==> src/rtl/trig_inhibit_pkg.sv <==
// Package: trig_inhibit_pkg
// Shared helpers for the grouped trigger inhibit register bank.
// Assumes addresses fit in 32 bits.
package trig_inhibit_pkg;

    // Word address of group register k in the bank.
    function automatic int unsigned slot_addr(input int unsigned base,
                                              input int unsigned stride,
                                              input int unsigned k);
        return base + k * stride;
    endfunction

    // Reset image of a group register: all lanes inhibited.
    function automatic int unsigned lane_mask(input int unsigned lanes);
        return (32'd1 << lanes) - 32'd1;
    endfunction

endpackage

==> src/rtl/tir_word_reg.sv <==
// Module: tir_word_reg
// One 16-bit read/write register that loads bus data when the write strobe
// is high and the bus address equals MY_ADDR. Assumes one write per cycle.
module tir_word_reg #(
    parameter int unsigned DATA_W    = 16,
    parameter int unsigned ADDR_W    = 8,
    parameter int unsigned MY_ADDR   = 0,
    parameter int unsigned RESET_VAL = 0
) (
    input  logic              clk,
    input  logic              rst_n,
    input  logic [ADDR_W-1:0] addr,
    input  logic              wr,
    input  logic [DATA_W-1:0] wdata,
    output logic [DATA_W-1:0] q
);
    localparam logic [ADDR_W-1:0] SEL  = ADDR_W'(MY_ADDR);
    localparam logic [DATA_W-1:0] INIT = DATA_W'(RESET_VAL);

    logic hit;

    // Address match for this register.
    always_comb begin
        hit = wr && (addr == SEL);
    end

    // Storage: reset to INIT, load the whole word on a matching write.
    always_ff @(posedge clk) begin
        if (!rst_n) begin
            q <= INIT;
        end else if (hit) begin
            q <= wdata;
        end
    end
endmodule

==> src/rtl/tir_read_mux.sv <==
// Module: tir_read_mux
// Combinational read port: returns the word of the register mapped at addr,
// or zero where no register is mapped. Assumes the global address does not
// collide with any group address.
module tir_read_mux
    import trig_inhibit_pkg::*;
#(
    parameter int unsigned N_GROUPS    = 16,
    parameter int unsigned DATA_W      = 16,
    parameter int unsigned ADDR_W      = 8,
    parameter int unsigned BASE_ADDR   = 16,
    parameter int unsigned ADDR_STRIDE = 2,
    parameter int unsigned GLOBAL_ADDR = 64
) (
    input  logic [ADDR_W-1:0]                addr,
    input  logic [N_GROUPS-1:0][DATA_W-1:0]  grp_words,
    input  logic [DATA_W-1:0]                glb_word,
    output logic [DATA_W-1:0]                rdata
);
    localparam logic [ADDR_W-1:0] GSEL = ADDR_W'(GLOBAL_ADDR);

    logic [N_GROUPS-1:0][DATA_W-1:0] gated;

    // Per-group gating: each slot contributes its word only when selected.
    for (genvar k = 0; k < N_GROUPS; k++) begin : g_slot
        localparam logic [ADDR_W-1:0] KSEL =
            ADDR_W'(slot_addr(BASE_ADDR, ADDR_STRIDE, k));
        always_comb begin
            gated[k] = (addr == KSEL) ? grp_words[k] : '0;
        end
    end

    // OR-combine the gated words with the global register slot.
    always_comb begin
        rdata = (addr == GSEL) ? glb_word : '0;
        for (int k = 0; k < N_GROUPS; k++) begin
            rdata = rdata | gated[k];
        end
    end
endmodule

==> src/rtl/tir_qualifier.sv <==
// Module: tir_qualifier
// Derives one permit bit per trigger: set only when neither the trigger's
// own inhibit nor the inhibit-all line is active.
module tir_qualifier #(
    parameter int unsigned WIDTH = 64
) (
    input  logic [WIDTH-1:0] inh,
    input  logic             glb,
    output logic [WIDTH-1:0] fire_ok
);
    // Permit combination per trigger line.
    always_comb begin
        fire_ok = ~inh & {WIDTH{~glb}};
    end
endmodule

==> src/rtl/trig_inhibit_regs.sv <==
// Module: trig_inhibit_regs
// Bank of grouped trigger inhibit registers plus an inhibit-all register.
// Group register k drives inhibit lanes LANES*k .. LANES*k+LANES-1 from its
// low bits; upper bits are stored only. Assumes LANES <= DATA_W, mapped
// addresses are distinct, and writes are single-cycle strobes.
module trig_inhibit_regs
    import trig_inhibit_pkg::*;
#(
    parameter int unsigned N_GROUPS    = 16,
    parameter int unsigned LANES       = 4,
    parameter int unsigned DATA_W      = 16,
    parameter int unsigned ADDR_W      = 8,
    parameter int unsigned BASE_ADDR   = 16,
    parameter int unsigned ADDR_STRIDE = 2,
    parameter int unsigned GLOBAL_ADDR = 64,
    localparam int unsigned OUT_W      = N_GROUPS * LANES
) (
    input  logic              clk,
    input  logic              rst_n,
    input  logic [ADDR_W-1:0] bus_addr,
    input  logic              bus_wr,
    input  logic [DATA_W-1:0] bus_wdata,
    output logic [DATA_W-1:0] bus_rdata,
    output logic [OUT_W-1:0]  inhibit_o,
    output logic              global_inhibit_o,
    output logic [OUT_W-1:0]  fire_ok_o
);
    localparam int unsigned GRP_INIT = lane_mask(LANES);

    logic [N_GROUPS-1:0][DATA_W-1:0] grp_words;
    logic [DATA_W-1:0]               glb_word;

    // One register per group, each at its own computed address.
    for (genvar k = 0; k < N_GROUPS; k++) begin : g_grp
        tir_word_reg #(
            .DATA_W   (DATA_W),
            .ADDR_W   (ADDR_W),
            .MY_ADDR  (slot_addr(BASE_ADDR, ADDR_STRIDE, k)),
            .RESET_VAL(GRP_INIT)
        ) u_reg (
            .clk  (clk),
            .rst_n(rst_n),
            .addr (bus_addr),
            .wr   (bus_wr),
            .wdata(bus_wdata),
            .q    (grp_words[k])
        );

        // Lane fan-out: only the low LANES bits reach the inhibit lines.
        always_comb begin
            inhibit_o[k*LANES +: LANES] = grp_words[k][LANES-1:0];
        end
    end

    // Inhibit-all register; bit 0 is the only functional bit.
    tir_word_reg #(
        .DATA_W   (DATA_W),
        .ADDR_W   (ADDR_W),
        .MY_ADDR  (GLOBAL_ADDR),
        .RESET_VAL(1)
    ) u_glb (
        .clk  (clk),
        .rst_n(rst_n),
        .addr (bus_addr),
        .wr   (bus_wr),
        .wdata(bus_wdata),
        .q    (glb_word)
    );

    // Global line taken from bit 0 of the inhibit-all register.
    always_comb begin
        global_inhibit_o = glb_word[0];
    end

    tir_read_mux #(
        .N_GROUPS   (N_GROUPS),
        .DATA_W     (DATA_W),
        .ADDR_W     (ADDR_W),
        .BASE_ADDR  (BASE_ADDR),
        .ADDR_STRIDE(ADDR_STRIDE),
        .GLOBAL_ADDR(GLOBAL_ADDR)
    ) u_rd (
        .addr     (bus_addr),
        .grp_words(grp_words),
        .glb_word (glb_word),
        .rdata    (bus_rdata)
    );

    tir_qualifier #(
        .WIDTH(OUT_W)
    ) u_q (
        .inh    (inhibit_o),
        .glb    (global_inhibit_o),
        .fire_ok(fire_ok_o)
    );
endmodule

==> config.mk <==
export PLATFORM = sky130hd
export DESIGN_NAME = trig_inhibit_regs
export DESIGN_NICKNAME = d
export VERILOG_FILES = /design/src/rtl/trig_inhibit_pkg.sv /design/src/rtl/tir_word_reg.sv /design/src/rtl/tir_read_mux.sv /design/src/rtl/tir_qualifier.sv /design/src/rtl/trig_inhibit_regs.sv
export SDC_FILE = /design/constraint.sdc
export NUM_CORES = 1
export LEC_CHECK = 0
export BUFFER_PORTS_ARGS = -buffer_cell sky130_fd_sc_hd__buf_2
export CAP_MARGIN = 20
export CELL_PAD_IN_SITES_DETAIL_PLACEMENT = 1
export CELL_PAD_IN_SITES_GLOBAL_PLACEMENT = 1
export CORE_MARGIN = 5
export CORE_UTILIZATION = 25
export CTS_CLUSTER_SIZE = 12
export DETAILED_ROUTE_END_ITERATION = 8
export GPL_ROUTABILITY_DRIVEN = 1
export PLACE_DENSITY_LB_ADDON = 0.1
export SYNTH_ARGS = -nofsm -noshare
export SYNTH_HDL_FRONTEND = slang
export SYNTH_SLANG_ARGS = --single-unit
export TNS_END_PERCENT = 20
==> constraint.sdc <==
create_clock -name clk -period 7.6 [get_ports clk]
set_clock_uncertainty 0.1 [all_clocks]
set_input_delay 1.52 -clock clk [delete_from_list [all_inputs] [get_ports clk]]
set_output_delay 1.52 -clock clk [all_outputs]
set_load 0.02 [all_outputs]
==> run summary, run 1 <==
Critical Path RT: 5.98 ns
H-Tree Depth: 2
Worst R2R Start: u_glb.q[0]
Avg WL per Cell: 25.69 µm
worst-case clock buffer depth: 3
vias in the first global route: 12,840
min-delay src: g_grp[14].u_reg.q[9]
post-route cell area: 0.01522 mm²
GRT Total Usage: 21.29%
Initial DRT Pass Iterations: 5
area of the mapped netlist: 0.01329 mm²
Final Cycle Share: 80.42%
most frequent cells in the layout: nand2_1 (578), dfxtp_1 (271), a21boi_0 (203)
Synth top area share: 40.97%
fill count: 6,356
Setup crit end kind: output port
CP max FO: 23
Routed Antenna Nets: 0
# setup viols final: 0
Max-Cap Viols: 0
hold slack final: 0.3584 ns
global-route wire length before repair: 91,270 µm
Routed WL: 62,980 µm
area of the multi-input gates: 0.006701 mm²
largest net degree at the start of global routing: 222
Post-Synthesis Cells: 1,728
Final #Nets: 1,767
Final GP Congestion: 0.8334
sequential share of the synthesized area: 40.97%
Yosys top cell by area: dfxtp_1
warnings from Yosys: 0
clk_lat worst skew: 0.54 ns
Worst R2R End: u_glb.q[0]
via/cell ratio: 5.113
dpl cell area: 0.01406 mm²
clock-pin slew on the worst setup and hold paths: 0.05 ns
setup TNS: 0 ns
Reg area: 0.005446 mm²
share of cells above drive strength 1: 16.55%
number of synthesized register bits: 272
Setup Buffers After CTS: 0
Area contributors post-synth: dfxtp_1 (41%), nand2_1 (16%), a21boi_0 (11%), buf_4 (4.2%), nand3_1 (3.1%)
CTS Buf Count: 36
die height: 240.6 µm
Startpoint Class: input port
CTS tree: yes
Post-DP HPWL: 42,300 µm
CP startpoint: bus_addr[1]
RSZ-0062 raised after global routing: false
crit path time final: 6.112 ns
VDD IR-drop max: 123.2 µV
Post-synth ARST share: 0%
hold buffer count at cts: 0
max-slew violations: 0
Hold Path End: g_grp[14].u_reg.q[9]
# port buffers: 171
Starting Density: 25.24%
FP Rows: 84
via count: 12,540
Synth cell types: 62
Arrival @ worst endpoint: 4.49 ns
fmax: 0.1636 GHz
r2r worst-path depth: 3
Synth Flop Type: dfxtp_1
Hold Path Stages: 2
initial antenna violation count: 1
clk root buf: clkbuf_16
standby leakage power: 5.377 nW
Synth Net Count: 1,755
num ports: 172
CTS resizes: 0
EDFF count, synth: 0
pwr dens: 217.9 mW/mm²
commonest non-fill, non-tap cell in the layout: nand2_1
die span in x: 240.6 µm
final core utilization: 28.90%
# diodes: 0
status: completed
Syn-to-layout area delta: 14.48%
Hold Crit Class: register to register
R2R setup slack: 6.36 ns
Die ar.: 0.05788 mm²
initial drt markers: 713
# DRC: 0
clk sinks: 272
Mean Syn Cell Area: 7.692 µm²
Crit Path Class: input port to output port
core area: 0.05266 mm²
max_slew headroom: 25.36%
Worst-Margin Slew: 1.118 ns
total grt overflow: 0
Fin. Hold Viols: 0
==> report_power, final <==
group          switching [mW]  internal (mW)  leakage [nW]  total [mW]
clock network           0.685           1.02         0.565        1.70
registers             0.00207           1.43          2.19        1.43
logic                   0.137         0.0455          2.62       0.183
total                   0.825           2.49          5.38        3.32
==> worst max-delay path by stage <==
stage,to,cells past startpoint
after floorplan,bus_rdata[9],8
after global placement,bus_rdata[11],7
after detailed placement,bus_rdata[8],8
after CTS,bus_rdata[8],8
after global routing,bus_rdata[8],8
final,bus_rdata[8],8
==> through the flow <==
step                total power [mW]  setup WS [ns]  instances
CTS                            3.371          1.560       2452
finish                         3.316          1.488       2452
detailed placement             1.645          1.565       2390
floorplan                      1.568          2.667       1728
global placement               1.644          1.624       2389
global route                   3.429          1.464       2452
==> state kept, by name, indices dropped and copies added (netlist names) <==
signal / count
u_glb.q: 16
g_grp.u_reg.q: 256
==> cell usage after synthesis, types with 3 or more instances <==
master and instances:
nand2_1 578, dfxtp_1 272, a21boi_0 203, clkbuf_1 95, nor2_1 90, nand3_1 83
buf_4 75, a22oi_1 55, buf_2 40, and3_1 24, a22o_1 19, mux2i_1 17
o22ai_1 15, o21ai_0 14, a221oi_1 10, a21oi_1 9, mux2_2 9, nor2b_1 9
nand3_2 8, nor2_2 8, buf_1 6, a21boi_1 5, a31oi_1 5, a2111oi_0 4
a311oi_1 4, o211ai_1 4, o32ai_1 4, or4_1 4, a2111o_1 3, a2bb2oi_1 3
a32oi_1 3, and2_1 3, buf_6 3, nand4_1 3, o22a_1 3
==> cells by family after synthesis <==
| kind of cell | count (synthesis) | share of synthesized area [%] |
|---|---|---|
| AND/OR/NAND/NOR | 829 | 26.34 |
| AO/OA/AOI/OAI | 379 | 21.58 |
| flip-flops | 272 | 40.97 |
| buffers and inverters | 221 | 8.905 |
| multiplexers | 27 | 2.212 |
==> worst max-delay path: stages <==
cell,delay [ns]
buf_2,0.13
buf_4,0.47
nor2b_1,0.54
nand2_1,0.64
o32ai_1,0.65
a21oi_1,0.08
o211ai_1,0.21
buf_2,0.23
==> layout make-up <==
cell class | instances | area share, %
inverter | 2 | 0.04934
clock buffer | 51 | 6.825
tap | 688 | 5.657
clock inverter | 11 | 0.7483
sequential | 272 | 35.79
multi-input combinational | 1235 | 44.04
timing repair buffer | 193 | 6.883
==> routing by layer <==
metal	global-route usage, %	routed length [µm]	vias to the layer above
met5	0	7	-
met4	6.448	1800	2
met1	28.11	28250	6309
met3	3.005	2981	92
met2	36.26	29950	315
li1	-	-	5819
(Power assumes the default switching activity.)
==> run 2, diff against run 1 <==
==> constraint.sdc (replaced) <==
create_clock -name clk -period 5.35 [get_ports clk]
set_clock_uncertainty 0.1 [all_clocks]
set_input_delay 1.07 -clock clk [delete_from_list [all_inputs] [get_ports clk]]
set_output_delay 1.07 -clock clk [all_outputs]
set_load 0.02 [all_outputs]
==> run 2 against run 1 <==
Effect of this change: design area rose by 1.3%; core utilization grew 0.36 points; register-to-register slack worse by 2.2 ns; combinational power rose by 44%; first-iteration DRC count rose by 23%; sequential share of layout area decreased by 0.44 points; via count up 1.7%; hold slack gained 0.0042 ns; sequential cell count unchanged; wire length rose by 2.5%; sequential power grew 42%; largest cell class unchanged.
==> run summary, run 2 (same netlist as run 1, synthesis figures left out) <==
fmax: 0.2068 GHz
Setup crit end kind: output port
vias in the first global route: 13,050 (+1.6%)
die span in x: 240.6 µm (unchanged)
placed insts: 2,423 (+1.4%)
Worst R2R End: u_glb.q[0]
commonest non-fill, non-tap cell in the layout: nand2_1
Hold Path Stages: 2 (unchanged)
via/cell ratio: 5.126 (+0.25%)
clock-pin slew on the worst setup and hold paths: 0.06 ns (about the same)
core area: 0.05266 mm² (unchanged)
switching share of power: 24.96% (+0.087 points)
r2r worst-path depth: 3 (unchanged)
initial drt markers: 876 (+23%)
Arrival @ worst endpoint: 3.66 ns (-0.83 ns)
Biggest register: g_grp.u_reg.q
RSZ-0062 raised after global routing: false
CP max FO: 11 (-52%)
Avg WL per Cell: 25.95 µm (+1.0%)
Final GP Congestion: 0.8386 (+0.62%)
Crit Path Class: input port to output port
Worst R2R Start: u_glb.q[0]
family with the most delay on the worst path: simple AND/OR/NAND/NOR gates
Critical Path RT: 4.18 ns (-1.80 ns)
max reg flops: 256 (unchanged)
setup TNS: 0 ns (unchanged)
Routed Antenna Nets: 0 (unchanged)
min-delay src: g_grp[1].u_reg.q[14]
via count: 12,750 (+1.7%)
crit path time final: 4.835 ns
Hold Path End: g_grp[1].u_reg.q[14]
Total Power: 4.672 mW (+41%)
Gate power share: 5.6% (about the same)
Worst-Margin Slew: 1.135 ns (+0.01640 ns)
slowest CP cell: or4b_1
largest net degree at the start of global routing: 122 (-45%)
Regs by FF count: g_grp.u_reg.q (256), u_glb.q (16)
Starting Density: 25.24% (unchanged)
clk sinks: 272 (unchanged)
standby leakage power: 5.527 nW (+2.8%)
num ports: 172 (unchanged)
max-slew violations: 0 (unchanged)
hold slack final: 0.3626 ns (+0.004219 ns)
GRT Total Usage: 21.77% (+0.48 points)
Net Switching: 1.166 mW (+41%)
Routed WL: 64,570 µm (+2.5%)
# DRC: 0 (unchanged)
hold buffer count at cts: 0 (unchanged)
global-route wire length before repair: 93,470 µm (+2.4%)
CTS resizes: 0 (unchanged)
max_slew headroom: 24.27% (-1.1 points)
Seq pwr share: 43.5% (+0.4 points)
fill count: 6,307 (-0.77%)
# diodes: 0 (unchanged)
worst-case clock buffer depth: 3 (unchanged)
# port buffers: 171 (unchanged)
# setup viols final: 0 (unchanged)
CTS Buf Count: 37 (+2.8%)
Post-Layout Cell Count: 2,488 (+1.5%)
status: completed
Post-DP HPWL: 44,930 µm (+6.2%)
Die ar.: 0.05788 mm² (unchanged)
Initial DRT Pass Iterations: 5 (unchanged)
Hold Crit Class: register to register
total grt overflow: 0 (unchanged)
share of cells above drive strength 1: 17.67% (+1.1 points)
Max-Cap Viols: 0 (unchanged)
R2R setup slack: 4.14 ns (-2.22 ns)
Critical Path Max Stage Delay: 0.71 ns (+0.06 ns)
clk_lat worst skew: 0.55 ns (about the same)
most frequent cells in the layout: nand2_1 (578), dfxtp_1 (271), a21boi_0 (203)
pwr dens: 303.3 mW/mm² (+39%)
Setup Buffers After CTS: 0 (unchanged)
Fin. Hold Viols: 0 (unchanged)
Crit path depth: 9 (+1)
clk root buf: clkbuf_16
Syn-to-layout area delta: 15.92%
Startpoint Class: input port
Final #Nets: 1,801 (+1.9%)
die height: 240.6 µm (unchanged)
internal power: 3.506 mW (+41%)
H-Tree Depth: 2 (unchanged)
clock power share: 50.9% (-0.5 points)
Crit path buffers/inverters: 4 (+1)
CTS tree: yes
VDD IR-drop max: 163.7 µV (+33%)
CP cell instances: buf_2, or4b_1, nor3_2, buf_4, buf_4, a22o_1, a2111oi_0, o211ai_1, buf_2
initial antenna violation count: 0 (-1)
Final Cycle Share: 90.36%
FP Rows: 84 (unchanged)
[run 2: cell types whose count changed in the layout (fill, tap and decap cells not counted)]
cell,before,now
buf_4,20,54
nor2_2,14,9
nor2_1,84,89
buf_12,1,0
nor2b_2,1,3
nor2b_4,2,0
clkinvlp_4,2,0
clkinv_2,6,7
bufinv_16,2,1
clkbuf_1,8,13
[run 2: power groups by stage]
stage	registers [mW]	clock network [mW]	logic (mW)
final	2.03	2.38	0.263
after global placement	2.08	0	0.261
after global routing	2.03	2.52	0.275
after CTS	2.03	2.44	0.263
after detailed placement	2.08	0	0.263
after floorplan	2.07	0	0.153
[run 2: layout make-up]
| class | instances | area [µm²] | area share (%) |
|---|---|---|---|
| multi-input combinational | 1235 | 6679 | 43.35 |
| clock inverter | 9 | 73.82 | 0.4791 |
| clock buffer | 56 | 1057 | 6.862 |
| tap | 688 | 860.8 | 5.587 |
| sequential | 272 | 5446 | 35.35 |
| inverter | 2 | 7.507 | 0.04872 |
| timing repair buffer | 226 | 1282 | 8.324 |
[run 2: how the worst max path moves through the flow]
stage / from / endpoint / slack, ns
finish: bus_addr[5] / bus_rdata[2] / 0.52
global route: bus_addr[5] / bus_rdata[2] / 0.47
CTS: bus_addr[5] / bus_rdata[2] / 0.53
detailed placement: bus_addr[5] / bus_rdata[2] / 0.54
global placement: bus_addr[2] / bus_rdata[11] / 0.51
floorplan: bus_addr[4] / bus_rdata[9] / 1.32
[run 2: stage by stage]
stage          area [µm²]  setup WS (ns)  util [%]
2_1_floorplan       13290          1.317         -
3_3_place_gp        14260         0.5123     27.08
3_5_place_dp        14280         0.5355     27.11
4_1_cts             15410         0.5312     29.26
5_1_grt             15410         0.4682     29.26
6_report            15410         0.5155     29.26
[run 2: tightest hold or removal path, cell delays in order, from the launching register on]
cell and delay, ns:
dfxtp_1 0.31, nand2_1 0.05, a21boi_1 0.05
[run 2: metal layers]
layer  vias up  share of wire [%]  GRT usage (%)  wire length (µm)
met2       349                 47          36.84             30570
li1       5877                  -              -                 -
met3        95                5.0          3.200              3260
met5         -                  0              0                 0
met4         0                3.1          7.015              1990
met1      6432                 45          28.69             28750
==> run 3, diff against run 2 <==
--- a/config.mk
+++ b/config.mk
@@ -14,7 +14,7 @@
 export CTS_CLUSTER_SIZE = 12
 export DETAILED_ROUTE_END_ITERATION = 8
 export GPL_ROUTABILITY_DRIVEN = 1
-export PLACE_DENSITY_LB_ADDON = 0.1
+export PLACE_DENSITY = 0.63
 export SYNTH_ARGS = -nofsm -noshare
 export SYNTH_HDL_FRONTEND = slang
 export SYNTH_SLANG_ARGS = --single-unit
==> constraint.sdc (replaced) <==
create_clock -name clk -period 4.4 [get_ports clk]
set_clock_uncertainty 0.1 [all_clocks]
set_input_delay 0.88 -clock clk [delete_from_list [all_inputs] [get_ports clk]]
set_output_delay 0.88 -clock clk [all_outputs]
set_load 0.02 [all_outputs]
==> run 3 against run 2 <==
Effect of this change: combinational power increased by 18%; critical path depth decreased by 2; clock-buffer cell count decreased by 7; sequential share of layout area shrank 0.32 points; core utilization is 0.27 points higher; clock power rose by 24%; global-route usage is 2.3 points lower; cell count decreased by 0.16%; die area stayed put; critical endpoint is now bus_rdata[8]; largest cell class unchanged; largest power group unchanged; highest routed layer unchanged.
==> run summary, run 3 (same netlist as run 1, synthesis figures left out) <==
clk root buf: clkbuf_16
Seq pwr share: 43.1% (-0.4 points)
switching share of power: 23.48% (-1.5 points)
dpl cell area: 0.01437 mm² (+0.65%)
most frequent cells in the layout: nand2_1 (578), dfxtp_1 (271), a21boi_0 (203)
fmax: 0.2398 GHz
post-placement worst setup slack: 0.2633 ns (-0.2722 ns)
# DRC: 0 (unchanged)
Avg WL per Cell: 23.36 µm (-10%)
RSZ-0062 raised after global routing: false
Critical Path RT: 3.42 ns (-0.76 ns)
max layer used: met4
global-route wire length before repair: 85,190 µm (-8.9%)
CP cell instances: buf_2, or4b_1, or3_1, o22ai_1, a22oi_1, o211ai_1, buf_2
DR WL met2: 27,270 µm (-11%)
Final Worst Setup Slack: 0.2291 ns (-0.2864 ns)
hold buffer count at cts: 0 (unchanged)
Gate power share: 5.4% (-0.2 points)
die height: 240.6 µm (unchanged)
CTS tree: yes
Syn-to-layout area delta: 16.97%
met3 WL: 3873 µm (+19%)
vias in the first global route: 13,190 (+1.1%)
Arrival @ worst endpoint: 3.19 ns (-0.47 ns)
post-route cell area: 0.01555 mm² (+0.91%)
Reg area: 0.005446 mm² (unchanged)
CP max FO: 11 (unchanged)
slowest CP cell: or4b_1
Critical Path Most Common Cell: buf_2
Hold Crit Class: register to register
Routed Antenna Nets: 0 (unchanged)
GRT Total Usage: 19.45% (-2.3 points)
Post-Layout Cell Count: 2,484 (-0.16%)
fill count: 6,284 (-0.36%)
via/cell ratio: 5.211 (+1.7%)
clock-pin slew on the worst setup and hold paths: 0.06 ns (about the same)
Die ar.: 0.05788 mm² (unchanged)
Biggest register: g_grp.u_reg.q
Regs by FF count: g_grp.u_reg.q (256), u_glb.q (16)
num ports: 172 (unchanged)
largest net degree at the start of global routing: 167 (+37%)
clk_lat worst skew: 0.54 ns (about the same)
Setup crit end kind: output port
internal power: 4.386 mW (+25%)
Initial DRT Pass Iterations: 5 (unchanged)
commonest non-fill, non-tap cell in the layout: nand2_1
Net Switching: 1.346 mW (+15%)
max_slew headroom: 30.42% (+6.1 points)
CTS Buf Count: 34 (-8.1%)
Crit Path Class: input port to output port
Routed WL: 58,020 µm (-10%)
# diodes: 0 (unchanged)
status: completed
Total Power: 5.732 mW (+23%)
total grt overflow: 0 (unchanged)
Critical Path Max Stage Delay: 0.72 ns (about the same)
Final GP Congestion: 0.9053 (+8.0%)
Final #Nets: 1,800 (-0.056%)
Fin. Hold Viols: 0 (unchanged)
Starting Density: 25.24% (unchanged)
VDD IR-drop max: 188.5 µV (+15%)
clock power share: 51.5% (+0.6 points)
pwr dens: 368.7 mW/mm² (+22%)
# setup viols final: 0 (unchanged)
die span in x: 240.6 µm (unchanged)
Setup Buffers After CTS: 0 (unchanged)
via count: 12,940 (+1.5%)
initial drt markers: 989 (+13%)
Post-DP HPWL: 41,200 µm (-8.3%)
max reg flops: 256 (unchanged)
# port buffers: 171 (unchanged)
max-slew violations: 0 (unchanged)
H-Tree Depth: 2 (unchanged)
Final Cycle Share: 94.79%
FP Rows: 84 (unchanged)
clk sinks: 272 (unchanged)
placed insts: 2,425 (+0.083%)
worst-case clock buffer depth: 3 (unchanged)
DRT met1 WL: 24,370 µm (-15%)
crit path time final: 4.171 ns
Max-Cap Viols: 0 (unchanged)
standby leakage power: 5.579 nW (+0.93%)
family with the most delay on the worst path: simple AND/OR/NAND/NOR gates
area of the multi-input gates: 0.006676 mm² (about the same)
setup TNS: 0 ns (unchanged)
core area: 0.05266 mm² (unchanged)
Worst-Margin Slew: 1.041 ns (-0.09394 ns)
Startpoint Class: input port
Crit path buffers/inverters: 2 (-2)
CTS resizes: 0 (unchanged)
share of cells above drive strength 1: 17.93% (+0.26 points)
initial antenna violation count: 1 (+1)
[run 3: cell count changes in the layout (fill, tap and decap cells not counted), sizes merged]
cell | previous run | this run
buf | 226 | 228
bufinv | 1 | 3
clkbuf | 56 | 49
clkinv | 10 | 8
clkinvlp | 0 | 1
[run 3: power groups by stage]
stage	clock, mW	sequential (mW)	combinational (mW)
global placement	0	2.52	0.302
global route	3.11	2.47	0.324
floorplan	0	2.52	0.186
detailed placement	0	2.52	0.306
CTS	3.01	2.47	0.307
finish	2.95	2.47	0.310
[run 3: final cells by class]
cell class / instances / share of cell area, %
sequential: 272 / 35.03
tap: 688 / 5.537
clock inverter: 10 / 0.8209
multi-input combinational: 1235 / 42.94
inverter: 2 / 0.04829
clock buffer: 49 / 6.760
timing repair buffer: 228 / 8.860
[run 3: stage by stage]
step                      hold slack (ns)  util [%]
after floorplan                    0.3306         -
after global placement             0.3421     27.29
after detailed placement           0.3548     27.29
after CTS                          0.3633     29.53
after global routing               0.3859     29.53
final                              0.3611     29.53
[run 3: final timing paths]
path | from | to | slack (ns) | cells past startpoint
worst max-delay path | bus_addr[5] | bus_rdata[8] | 0.23 | 7
worst min register to register | g_grp[8].u_reg.q[14] | g_grp[8].u_reg.q[14] | 0.36 | 2
worst max register to register | u_glb.q[0] | u_glb.q[0] | 3.18 | 3
worst min-delay path | g_grp[8].u_reg.q[14] | g_grp[8].u_reg.q[14] | 0.36 | 2
[run 3: worst min-delay path, delay by kind of cell (launching register included)]
kind,cells,cell delay (ns)
simple gates,1,0.05
compound gates,1,0.05
flops,1,0.31
[run 3: routing by layer]
layer  up-vias  GRT usage [%]
li1       5876              -
met1      6435          24.35
met2       494          32.84
met3       138          3.828
met4         0          8.098
met5         -              0
